`src/rtl/conv_rd_pkg.sv`:
```
package conv_rd_pkg;
  // Outcome of one completed host read
  typedef enum logic [1:0] {
    RD_NONE  = 2'd0,  // nothing stored at pointer
    RD_ADV   = 2'd1,  // successor stored: step now
    RD_WRAP  = 2'd2,  // last active channel: back to 0
    RD_DEFER = 2'd3   // successor not converted yet: wait
  } rd_act_e;
endpackage

```
`src/rtl/rd_seq_ctl.sv`:
```
module rd_seq_ctl #(
  parameter int MAX_CH = 4,
  parameter int PTR_W  = 2,
  parameter int CNT_W  = 3
) (
  input  logic             clk,
  input  logic             rst,
  input  logic             start_i,
  input  logic [PTR_W-1:0] nch_m1_i,
  input  logic             eoc_i,
  output logic             busy_o,
  output logic             wr_en_o,
  output logic [PTR_W-1:0] wr_idx_o,
  output logic [CNT_W-1:0] wr_cnt_o,
  output logic [CNT_W-1:0] nch_o,
  output logic [CNT_W-1:0] start_nch_o
);
  localparam logic [CNT_W-1:0] MAX_C = CNT_W'(MAX_CH);

  logic             busy_q;
  logic [CNT_W-1:0] cnt_q, nch_q, req_nch;

  always_comb begin
    req_nch = CNT_W'(nch_m1_i) + CNT_W'(1);
    if (req_nch > MAX_C) req_nch = MAX_C;
  end

  assign wr_en_o     = eoc_i & busy_q & ~start_i;
  assign wr_idx_o    = cnt_q[PTR_W-1:0];
  assign wr_cnt_o    = cnt_q;
  assign nch_o       = nch_q;
  assign busy_o      = busy_q;
  assign start_nch_o = req_nch;

  always_ff @(posedge clk) begin
    if (rst) begin
      busy_q <= 1'b0;
      cnt_q  <= '0;
      nch_q  <= MAX_C;
    end else if (start_i) begin
      busy_q <= 1'b1;
      cnt_q  <= '0;
      nch_q  <= req_nch;
    end else if (wr_en_o) begin
      cnt_q <= cnt_q + CNT_W'(1);
      if (cnt_q + CNT_W'(1) == nch_q) busy_q <= 1'b0;
    end
  end

  // start opens a fresh sequence
  p_start_opens_r2: assert property (@(posedge clk) disable iff (rst)
    start_i |=> (busy_o && wr_cnt_o == '0));
  // busy ends with the last result
  p_busy_ends_r2: assert property (@(posedge clk) disable iff (rst)
    (wr_en_o && wr_cnt_o + CNT_W'(1) == nch_o) |=> !busy_o);
  // strobes outside a sequence store nothing
  p_idle_eoc_r3: assert property (@(posedge clk) disable iff (rst)
    (!busy_o && !start_i) |=> $stable(wr_cnt_o));
  p_cnt_bound_r3: assert property (@(posedge clk) disable iff (rst)
    wr_cnt_o <= nch_o);
endmodule

```
`src/rtl/rd_result_store.sv`:
```
module rd_result_store #(
  parameter int DATA_W = 12,
  parameter int DEPTH  = 4,
  parameter int PTR_W  = 2
) (
  input  logic              clk,
  input  logic              wr_en_i,
  input  logic [PTR_W-1:0]  wr_idx_i,
  input  logic [DATA_W-1:0] wr_data_i,
  input  logic [PTR_W-1:0]  rd_idx_i,
  output logic [DATA_W-1:0] rd_data_o
);
  logic [DATA_W-1:0] mem [DEPTH];

  // Single write port, registered read port: maps onto block RAM
  always_ff @(posedge clk) begin
    if (wr_en_i) mem[wr_idx_i] <= wr_data_i;
    rd_data_o <= mem[rd_idx_i];
  end
endmodule

```
`src/rtl/rd_pointer_ctl.sv`:
```
module rd_pointer_ctl
  import conv_rd_pkg::*;
#(
  parameter int PTR_W = 2,
  parameter int CNT_W = 3
) (
  input  logic             clk,
  input  logic             rst,
  input  logic             start_i,
  input  logic [CNT_W-1:0] start_nch_i,
  input  logic             rd_done_i,
  input  logic             wr_en_i,
  input  logic [PTR_W-1:0] wr_idx_i,
  input  logic [CNT_W-1:0] wr_cnt_i,
  input  logic [CNT_W-1:0] nch_i,
  output logic [PTR_W-1:0] ptr_o,
  output logic             first_o
);
  logic [PTR_W-1:0] ptr_q, ptr_n;
  logic             pend_q, pend_n, first_q;
  logic [CNT_W-1:0] ptr_x, succ_x;
  rd_act_e          act;

  assign ptr_x  = CNT_W'(ptr_q);
  assign succ_x = ptr_x + CNT_W'(1);

  always_comb begin
    if (ptr_x >= wr_cnt_i)      act = RD_NONE;
    else if (succ_x == nch_i)   act = RD_WRAP;
    else if (succ_x < wr_cnt_i) act = RD_ADV;
    else                        act = RD_DEFER;
  end

  always_comb begin
    ptr_n  = ptr_q;
    pend_n = pend_q;
    if (start_i) begin
      pend_n = 1'b0;
      if (ptr_x >= start_nch_i) ptr_n = '0;
    end else begin
      if (rd_done_i && !pend_q) begin
        unique case (act)
          RD_ADV:   ptr_n = ptr_q + PTR_W'(1);
          RD_WRAP:  ptr_n = '0;
          RD_DEFER: pend_n = 1'b1;
          default:  ;
        endcase
      end
      // A deferred read completes when its successor is written
      if (wr_en_i && pend_n && CNT_W'(wr_idx_i) == succ_x) begin
        ptr_n  = ptr_q + PTR_W'(1);
        pend_n = 1'b0;
      end
    end
  end

  always_ff @(posedge clk) begin
    if (rst) begin
      ptr_q   <= '0;
      pend_q  <= 1'b0;
      first_q <= 1'b1;
    end else begin
      ptr_q   <= ptr_n;
      pend_q  <= pend_n;
      first_q <= (ptr_n == '0);
    end
  end

  assign ptr_o   = ptr_q;
  assign first_o = first_q;

  // pointer holds while a deferred read waits for its conversion
  p_hold_deferred_r4: assert property (@(posedge clk) disable iff (rst)
    (pend_q && !wr_en_i && !start_i) |=> $stable(ptr_o));
  // last channel read wraps to register 0
  p_wrap_last_r6: assert property (@(posedge clk) disable iff (rst)
    (rd_done_i && !pend_q && !start_i && succ_x == nch_i && ptr_x < wr_cnt_i)
      |=> (ptr_o == '0 && first_o));
  // read without a stored result does not move the pointer
  p_no_result_r7: assert property (@(posedge clk) disable iff (rst)
    (rd_done_i && !start_i && !wr_en_i && ptr_x >= wr_cnt_i) |=> $stable(ptr_o));
  // pointer stays within the active channel count
  p_in_range_r10: assert property (@(posedge clk) disable iff (rst)
    CNT_W'(ptr_o) < nch_i);
endmodule

```
`src/rtl/conv_readout_ptr.sv`:
```
module conv_readout_ptr #(
  parameter int DATA_W = 12,
  parameter int MAX_CH = 4
) (
  input  logic                        clk,
  input  logic                        rst,
  input  logic                        start_i,
  input  logic [$clog2(MAX_CH)-1:0]   nch_m1_i,
  input  logic                        eoc_i,
  input  logic [DATA_W-1:0]           result_i,
  input  logic                        cs_n_i,
  input  logic                        rd_n_i,
  output logic [DATA_W-1:0]           data_o,
  output logic                        data_oe_o,
  output logic                        first_o,
  output logic                        busy_o
);
  localparam int PTR_W = $clog2(MAX_CH);
  localparam int CNT_W = $clog2(MAX_CH + 1);

  logic             rd_n_q, cs_n_q, oe_q, rd_done;
  logic             wr_en;
  logic [PTR_W-1:0] wr_idx, ptr;
  logic [CNT_W-1:0] wr_cnt, nch, start_nch;

  // Read completes on the strobe's rising edge with chip-select held low
  always_ff @(posedge clk) begin
    if (rst) begin
      rd_n_q <= 1'b1;
      cs_n_q <= 1'b1;
      oe_q   <= 1'b0;
    end else begin
      rd_n_q <= rd_n_i;
      cs_n_q <= cs_n_i;
      oe_q   <= ~cs_n_i & ~rd_n_i;
    end
  end
  assign rd_done   = ~rd_n_q & rd_n_i & ~cs_n_q;
  assign data_oe_o = oe_q;

  rd_seq_ctl #(.MAX_CH(MAX_CH), .PTR_W(PTR_W), .CNT_W(CNT_W)) u_seq (
    .clk(clk), .rst(rst), .start_i(start_i), .nch_m1_i(nch_m1_i),
    .eoc_i(eoc_i), .busy_o(busy_o), .wr_en_o(wr_en), .wr_idx_o(wr_idx),
    .wr_cnt_o(wr_cnt), .nch_o(nch), .start_nch_o(start_nch)
  );

  rd_result_store #(.DATA_W(DATA_W), .DEPTH(MAX_CH), .PTR_W(PTR_W)) u_store (
    .clk(clk), .wr_en_i(wr_en), .wr_idx_i(wr_idx), .wr_data_i(result_i),
    .rd_idx_i(ptr), .rd_data_o(data_o)
  );

  rd_pointer_ctl #(.PTR_W(PTR_W), .CNT_W(CNT_W)) u_ptr (
    .clk(clk), .rst(rst), .start_i(start_i), .start_nch_i(start_nch),
    .rd_done_i(rd_done), .wr_en_i(wr_en), .wr_idx_i(wr_idx),
    .wr_cnt_i(wr_cnt), .nch_i(nch), .ptr_o(ptr), .first_o(first_o)
  );

  // bus enable follows the strobes one cycle later
  p_oe_on_r8: assert property (@(posedge clk) disable iff (rst)
    (!cs_n_i && !rd_n_i) |=> data_oe_o);
  p_oe_off_r8: assert property (@(posedge clk) disable iff (rst)
    (cs_n_i || rd_n_i) |=> !data_oe_o);
endmodule

```
`config.mk`:
```
export PLATFORM = sky130hd
export DESIGN_NAME = conv_readout_ptr
export DESIGN_NICKNAME = d
export VERILOG_FILES = /design/src/rtl/conv_rd_pkg.sv /design/src/rtl/rd_seq_ctl.sv /design/src/rtl/rd_result_store.sv /design/src/rtl/rd_pointer_ctl.sv /design/src/rtl/conv_readout_ptr.sv
export SDC_FILE = /design/constraint.sdc
export NUM_CORES = 1
export LEC_CHECK = 0
export ABC_AREA = 0
export BUFFER_PORTS_ARGS = -buffer_cell sky130_fd_sc_hd__buf_2
export CORE_ASPECT_RATIO = 0.8
export CORE_MARGIN = 5
export CORE_UTILIZATION = 40
export CTS_BUF_LIST = sky130_fd_sc_hd__clkbuf_4 sky130_fd_sc_hd__clkbuf_8 sky130_fd_sc_hd__clkbuf_16
export CTS_CLUSTER_DIAMETER = 120
export DETAILED_ROUTE_END_ITERATION = 8
export PLACE_DENSITY_LB_ADDON = 0.05
export SLEW_MARGIN = 0
export SYNTH_ARGS = -nofsm -noshare
export SYNTH_HDL_FRONTEND = slang
export SYNTH_HIERARCHICAL = 1
export SYNTH_SLANG_ARGS = --single-unit
```
`constraint.sdc`:
```
create_clock -name clk -period 2.83 [get_ports clk]
set_input_delay 0.566 -clock clk [delete_from_list [all_inputs] [get_ports clk]]
set_output_delay 0.566 -clock clk [all_outputs]
set_load 0.02 [all_outputs]
```
== Word-level counts from Yosys, hierarchy flattened ==
Memories as Yosys holds them, arrays and structs flattened. A register that Yosys moved wholly into a read port is not among the register bits.
Index checks and enable logic that the tools add are counted.

* Memories kept: 1
* Bits in registers: 14
* Output and inout port bits: 15
* Memory bits (writable): 48

* Eq/ne operators: 6
* Mux-type cells: 17
* Add/sub/neg operators: 4
* Reductions and logical operators: 10
* Order comparisons: 4
* Bitwise gates (word level): 10

{| class="wikitable"
|+ Memories
! name !! depth !! bits a word !! rd ports !! clocked after memory_dff !! write ports !! RTL line !! source
|-
| u_store.mem || 4 || 12 || 1 || 1 || 1 || rd_result_store.sv:13 || <nowiki>logic [DATA_W-1:0] mem [DEPTH];</nowiki>
|}

{| class="wikitable"
|+ Operators with widths
! kind !! count
|-
| $mux W2 || 7
|-
| $mux W1 || 8
|-
| $add A2 B1 Y3 const B || 2
|-
| $eq A3 B3 Y1 || 2
|-
| $ge A2 B3 Y1 || 2
|-
| $and A1 B1 Y1 || 5
|-
| $not A1 Y1 || 5
|-
| $eq A2 B2 Y1 const B || 2
|-
| $pmux W2 S2 || 1
|-
| $reduce_bool A2 Y1 || 2
|-
| $add A3 B1 Y3 const B || 1
|-
| $eq A2 B3 Y1 || 1
|-
| $gt A3 B3 Y1 const B || 1
|-
| $logic_and A1 B1 Y1 || 3
|-
| $lt A3 B3 Y1 || 1
|-
| $mux W3 || 1
|-
| $reduce_or A3 Y1 || 1
|-
| $add A2 B1 Y2 const B || 1
|-
| $eq A2 B1 Y1 const B || 1
|-
| $logic_not A2 Y1 || 1
|-
| $reduce_and A2 Y1 || 1
|-
| $reduce_or A2 Y1 || 1
|-
| $logic_not A1 Y1 || 1
|}

== Logic depth before layout (Yosys ltp) ==
* Depth after elaboration: 14
* Depth in mapped cells: 13

== Modules after synthesis ==
The synthesis kept the hierarchy.

{| class="wikitable"
|+ By module, submodules not included
! module !! area each (um^2) !! times used !! cells an instance !! seq. area each (um^2)
|-
| rd_result_store || 2006.9 || 1 || 78 || 1681.6
|-
| rd_pointer_ctl || 445.4 || 1 || 49 || 80.1
|-
| rd_seq_ctl || 350.3 || 1 || 36 || 140.1
|-
| conv_readout_ptr || 90.1 || 1 || 7 || 60.1
|}

== Worst setup path before layout ==
OpenSTA, ideal clock, no wires.

* Path kind: register to register
* Start point: register u_ptr.ptr_q[0], in the netlist u_ptr/ptr_o[0]
* End point: register u_ptr.ptr_q[0], in the netlist u_ptr/ptr_o[0]
* Arrival time: 2.621 ns
* Library setup time: 0.121 ns
* Data required time: 2.709 ns
* Clock period less this slack: 2.742 ns
* Cell stages (with the launch flop): 13
* Setup slack: 0.088 ns
* Cells stage by stage: dfxtp_1 -> ha_1 -> ha_1 -> nor2b_1 -> o21ai_0 -> nand2_1 -> o22ai_1 -> inv_1 -> ha_1 -> a21oi_1 -> nor4_4 -> o211a_1 -> mux2_2

* Word-level cells in the longest chain between the ends: 13

{| class="wikitable"
|+ RTL lines
! item !! RTL line !! source
|-
| start, declared || rd_pointer_ctl.sv:19 || <nowiki>logic [PTR_W-1:0] ptr_q, ptr_n;</nowiki>
|-
| start signal, assigned || rd_pointer_ctl.sv:63 || <nowiki>ptr_q <= ptr_n;</nowiki>
|-
| $add A2 B1 Y3 || rd_pointer_ctl.sv:25 || <nowiki>assign succ_x = ptr_x + CNT_W'(1);</nowiki>
|-
| $lt A3 B3 Y1 || rd_pointer_ctl.sv:30 || <nowiki>else if (succ_x < wr_cnt_i) act = RD_ADV;</nowiki>
|-
| $mux W2 || rd_pointer_ctl.sv:30 ||
|-
| $mux W2 || rd_pointer_ctl.sv:29 || <nowiki>else if (succ_x == nch_i) act = RD_WRAP;</nowiki>
|-
| $mux W2 || rd_pointer_ctl.sv:28 || <nowiki>if (ptr_x >= wr_cnt_i) act = RD_NONE;</nowiki>
|-
| $eq A2 B2 Y1 || rd_pointer_ctl.sv:42 || <nowiki>unique case (act)</nowiki>
|-
| $mux W1 || rd_pointer_ctl.sv:42 ||
|-
| $mux W1 || rd_pointer_ctl.sv:41 || <nowiki>if (rd_done_i && !pend_q) begin</nowiki>
|-
| $mux W1 || rd_pointer_ctl.sv:37 || <nowiki>if (start_i) begin</nowiki>
|-
| $logic_and A1 B1 Y1 (2 in series) || rd_pointer_ctl.sv:50 || <nowiki>if (wr_en_i && pend_n && CNT_W'(wr_idx_i) == succ_x) begin</nowiki>
|-
| $mux W2 || rd_pointer_ctl.sv:50 ||
|-
| $mux W2 (*) || rd_pointer_ctl.sv:37 ||
|}

Mark *: on every way between the ends. The rest lies on a longest branch, timed or not. The select of a mux whose other input is x is not followed.
A chain may end at the register's enable or synchronous reset.

== Worst setup path after layout ==
* Start point: register u_ptr.ptr_q[0], in the netlist u_ptr/ptr_o[0]
* End point: register u_ptr.first_q, in the netlist u_ptr/first_o

* Word-level cells in the longest chain between the ends: 14

{| class="wikitable"
|+ RTL lines
! item !! RTL line !! source
|-
| $add A2 B1 Y3 || rd_pointer_ctl.sv:25 ||
|-
| $lt A3 B3 Y1 || rd_pointer_ctl.sv:30 ||
|-
| $mux W2 || rd_pointer_ctl.sv:30 ||
|-
| $mux W2 || rd_pointer_ctl.sv:29 ||
|-
| $mux W2 || rd_pointer_ctl.sv:28 ||
|-
| $eq A2 B2 Y1 || rd_pointer_ctl.sv:42 ||
|-
| $mux W1 || rd_pointer_ctl.sv:42 ||
|-
| $mux W1 || rd_pointer_ctl.sv:41 ||
|-
| $mux W1 || rd_pointer_ctl.sv:37 ||
|-
| $logic_and A1 B1 Y1 (2 in series) || rd_pointer_ctl.sv:50 ||
|-
| $mux W2 || rd_pointer_ctl.sv:50 ||
|-
| $mux W2 (*) || rd_pointer_ctl.sv:37 ||
|-
| $logic_not A2 Y1 (*) || rd_pointer_ctl.sv:65 || <nowiki>first_q <= (ptr_n == '0);</nowiki>
|-
| end signal, assigned || rd_pointer_ctl.sv:65 ||
|-
| end, declared || rd_pointer_ctl.sv:20 || <nowiki>logic pend_q, pend_n, first_q;</nowiki>
|}

Marks and branches as above.

==> impl_results.rst <==
.. list-table::
   :header-rows: 1

   * - Metric
     - Value
   * - DRC viols
     - 0
   * - Net count of the mapped netlist
     - 203
   * - Clock tree root driver cell
     - sky130_fd_sc_hd__clkbuf_8
   * - Per-instance average area after synthesis
     - 17.02 µm²
   * - Initial detailed-routing violation count
     - 32
   * - Actual transition at the worst max-transition pin
     - 0.7229 ns
   * - Count of boundary I/O pins
     - 35
   * - Post-route clock period utilization
     - 92.16%
   * - Sink Count
     - 74
   * - Post-detail-place hpwl
     - 3393 µm
   * - Die Span X
     - 105.1 µm
   * - Most common cell on crit path
     - sky130_fd_sc_hd__ha_1
   * - Post-synthesis cell area
     - 2893 µm²
   * - Crit Path Class
     - reg -> reg
   * - Crit Reg-Reg Startpoint
     - u_ptr/ptr_o[0]
   * - Xor/xnor share of the synthesized area
     - 3.330%
   * - Via count
     - 1,538
   * - Status
     - finished clean
   * - Relative slew slack
     - 51.81%
   * - Total number of placement rows
     - 27
   * - Setup skew after layout
     - 0.01271 ns
   * - Worst Hold Launch
     - cs_n_i
   * - Level count of the clock H-tree
     - 3
   * - Fraction of final layout cells sized beyond drive strength 1
     - 33.64%
   * - Largest fanout on the critical path
     - 4
   * - Fraction of the mapped netlist area in adder cells
     - 5.623%
   * - Number of antenna diodes
     - 0
   * - Initial cell density of the core
     - 41.57%
   * - Number of detailed-route iterations in the first pass
     - 4
   * - Sequential-to-total area share from yosys stat
     - 67.82%
   * - Vias in the first global route
     - 1,584
   * - Die Ht
     - 86.06 µm
   * - Highest routing layer actually used
     - met4
   * - Number of unique standard cell types used by synthesis
     - 38
   * - Synth Area in Compound Gates
     - 3.503%
   * - Critical-path cell with the highest stage delay
     - sky130_fd_sc_hd__dfxtp_1
   * - Clock insertion delay at the later pin of the skew report
     - 0.34 ns
   * - Number of buffer cells added on primary ports
     - 34
   * - Pin count of the biggest net entering global routing
     - 18
   * - TritonCTS clock tree
     - built
   * - Number of maximum-capacitance constraint violations
     - 0
   * - Multiplexer area fraction after synthesis
     - 11.03%
   * - Setup repair after global routing missed its margin
     - no
   * - Main flop type after synthesis
     - sky130_fd_sc_hd__edfxtp_1
   * - Max frequency
     - 0.3834 GHz
   * - Detailed route wirelength on metal3
     - 270 µm
   * - Final count of pins violating max slew
     - 0
   * - Final Net Count
     - 249
   * - Reg clk slew, reported paths
     - 0.07 ns
   * - Final design instance area without fill
     - 3416 µm²
   * - Biggest area contributors in the synthesized netlist
     - sky130_fd_sc_hd__edfxtp_1 50%, sky130_fd_sc_hd__dfxtp_1 18%, sky130_fd_sc_hd__mux4_2 7.8%, sky130_fd_sc_hd__ha_1 5.6%, sky130_fd_sc_hd__mux4_1 1.8%
   * - Leading cell types in the layout, fill and taps excluded
     - 48 x sky130_fd_sc_hd__edfxtp_1, 34 x sky130_fd_sc_hd__buf_2, 26 x sky130_fd_sc_hd__dfxtp_1
   * - Die footprint
     - 9043 µm²
   * - Deepest clock path buffer count
     - 2
   * - Cell accounting for the most synthesized area
     - sky130_fd_sc_hd__edfxtp_1
   * - Critical path data required time
     - 3.05 ns
   * - GP Congestion
     - 0.7133
   * - Area share of and/or/nand/nor cells after synthesis
     - 6.531%
   * - Share of the synthesized area in the top cell type
     - 49.83%
   * - Worst min path class
     - in -> reg
   * - Count of warnings emitted by yosys
     - 6
   * - Power density over cell area
     - 598.8 nW/µm²
   * - Remaining antenna violation count
     - 0
   * - Main combinational cell family by area after synthesis
     - multiplexers
   * - Period minus WS final
     - 2.608 ns
   * - Area growth, synth to finish
     - 18.08%
   * - Ys async rst share
     - 0%
   * - Final hold violations
     - 0
   * - Synthesized instance count
     - 170
   * - Final setup violation count
     - 0
   * - Global-route wire length before repair
     - 8293 µm
   * - Wire per inst
     - 16.64 µm
   * - Crit path arrival time
     - 2.83 ns
   * - Most common library cell in the layout ignoring fill and taps
     - sky130_fd_sc_hd__edfxtp_1
   * - Vias per Instance
     - 5.010
   * - Floorplan Core Area
     - 6959 µm²
   * - Yosys reg bits
     - 74
   * - Cell area after placement
     - 3186 µm²
   * - Detail Route met2 WL
     - 2343 µm
   * - Setup total negative slack
     - 0 ns
   * - Post-synth EDFFs
     - 48
   * - Leak
     - 1.291 nW
   * - Critical Path Sink Type
     - flip-flop
   * - Largest vdd supply drop
     - 0.0002986 V
   * - Wire length the detailed router placed on met1
     - 2438 µm
   * - Number of clock buffers inserted by TritonCTS
     - 9
   * - Startpoint kind of the worst setup timing path
     - flip-flop
   * - Beginning of the critical path
     - u_ptr/ptr_o[0]
   * - Routed wire length
     - 5110 µm
   * - Number of antenna violations at the first check in global routing
     - 0
   * - Slowest Stage Delay on Critical Path
     - 0.34 ns
   * - Total routing usage reported by global routing
     - 12.23%
   * - Total congestion overflow after global routing
     - 0
   * - Ordered cell list for the critical path
     - ha_1 > ha_1 > nor2b_1 > o21ai_0 > nand2_1 > o22ai_2 > ha_1 > nor3b_2 > and2_1 > o211a_1 > o21a_1 > o32ai_2
-- power by group --
part | leakage [nW] | internal, mW | switching [mW]
logic | 0.550 | 0.0339 | 0.0434
clock network | 0.0917 | 0.405 | 0.392
registers | 0.649 | 1.16 | 0.00858
total | 1.29 | 1.60 | 0.444
-- per-layer routing --
layer / track usage [%] / vias to the layer above
met1: 15.72 / 759
li1: - / 740
met5: 0 / -
met4: 3.484 / 0
met2: 18.86 / 32
met3: 5.418 / 7
-- cells in the mapped netlist, types with 3 or more instances --
library cell               count
sky130_fd_sc_hd__xnor2_1       5
sky130_fd_sc_hd__mux4_2       10
sky130_fd_sc_hd__inv_1         7
sky130_fd_sc_hd__dfxtp_1      26
sky130_fd_sc_hd__xor2_1        6
sky130_fd_sc_hd__nor3_1        4
sky130_fd_sc_hd__nor2_1        6
sky130_fd_sc_hd__mux2i_1       3
sky130_fd_sc_hd__ha_1         13
sky130_fd_sc_hd__nand2b_1      3
sky130_fd_sc_hd__a21oi_1       3
sky130_fd_sc_hd__edfxtp_1     48
-- flip-flops by register name, indices dropped and copies added (netlist names), 2 cells and up --
signal	count
u_seq/nch_o	3
u_ptr/ptr_o	2
u_store/mem	48
u_seq/wr_cnt_o	3
u_store/rd_data_o	12
-- stage by stage --
stage | cells | setup slack [ns] | total power [mW] | hold slack (ns) | utilization, %
after floorplan | 170 | 0.08846 | 1.236 | 0.5157 | -
after global placement | 292 | 0.09806 | 1.270 | 0.5130 | 45.77
after detailed placement | 292 | 0.008148 | 1.274 | 0.5270 | 45.77
after CTS | 307 | 0.06565 | 2.070 | 0.3852 | 48.58
after global routing | 307 | 0.01666 | 2.126 | 0.3842 | 49.08
final | 307 | 0.2219 | 2.045 | 0.3992 | 49.08
-- final timing paths --
| kind | end | slack [ns] | depth (start not counted) |
|---|---|---|---|
| worst max-delay path | u_ptr/first_o | 0.22 | 12 |
| worst min-delay path | data_oe_o | 0.40 | 2 |
| worst max register to register | u_ptr/first_o | 0.22 | 12 |
| worst min register to register | u_seq/busy_o | 0.54 | 2 |
-- critical path: cells and delay by family, from the launching register on --
kind,cells,cell delay (ns)
fa+ha+maj,3,0.86
compound gates,5,0.73
simple gates,4,0.56
flops,1,0.34
-- layout make-up --
class,count,area [µm²]
well taps,87,108.9
multi-input cells,84,899.6
inverters,7,26.28
clock buffers,9,123.9
fillers,608,3543
repair buffers,40,227.7
clock inverters,6,67.56
flip-flops and latches,74,1962
-- cell families after synthesis --
kind of cell,count (synthesis)
AOI/OAI and AO/OA,14
xor gates and xnor gates,11
adders and majority gates,13
buffers and inverters,12
DFF,74
muxes,16
and+or+nand+nor,30
-- timing repair --
action | CTS | global route
pin swaps | 0 | 0
resized for setup | 1 | 7
setup buffers | 0 | 0
hold buffers | 0 | 0
setup endpoints to repair | 1 | 3
(Power assumes the default switching activity.)
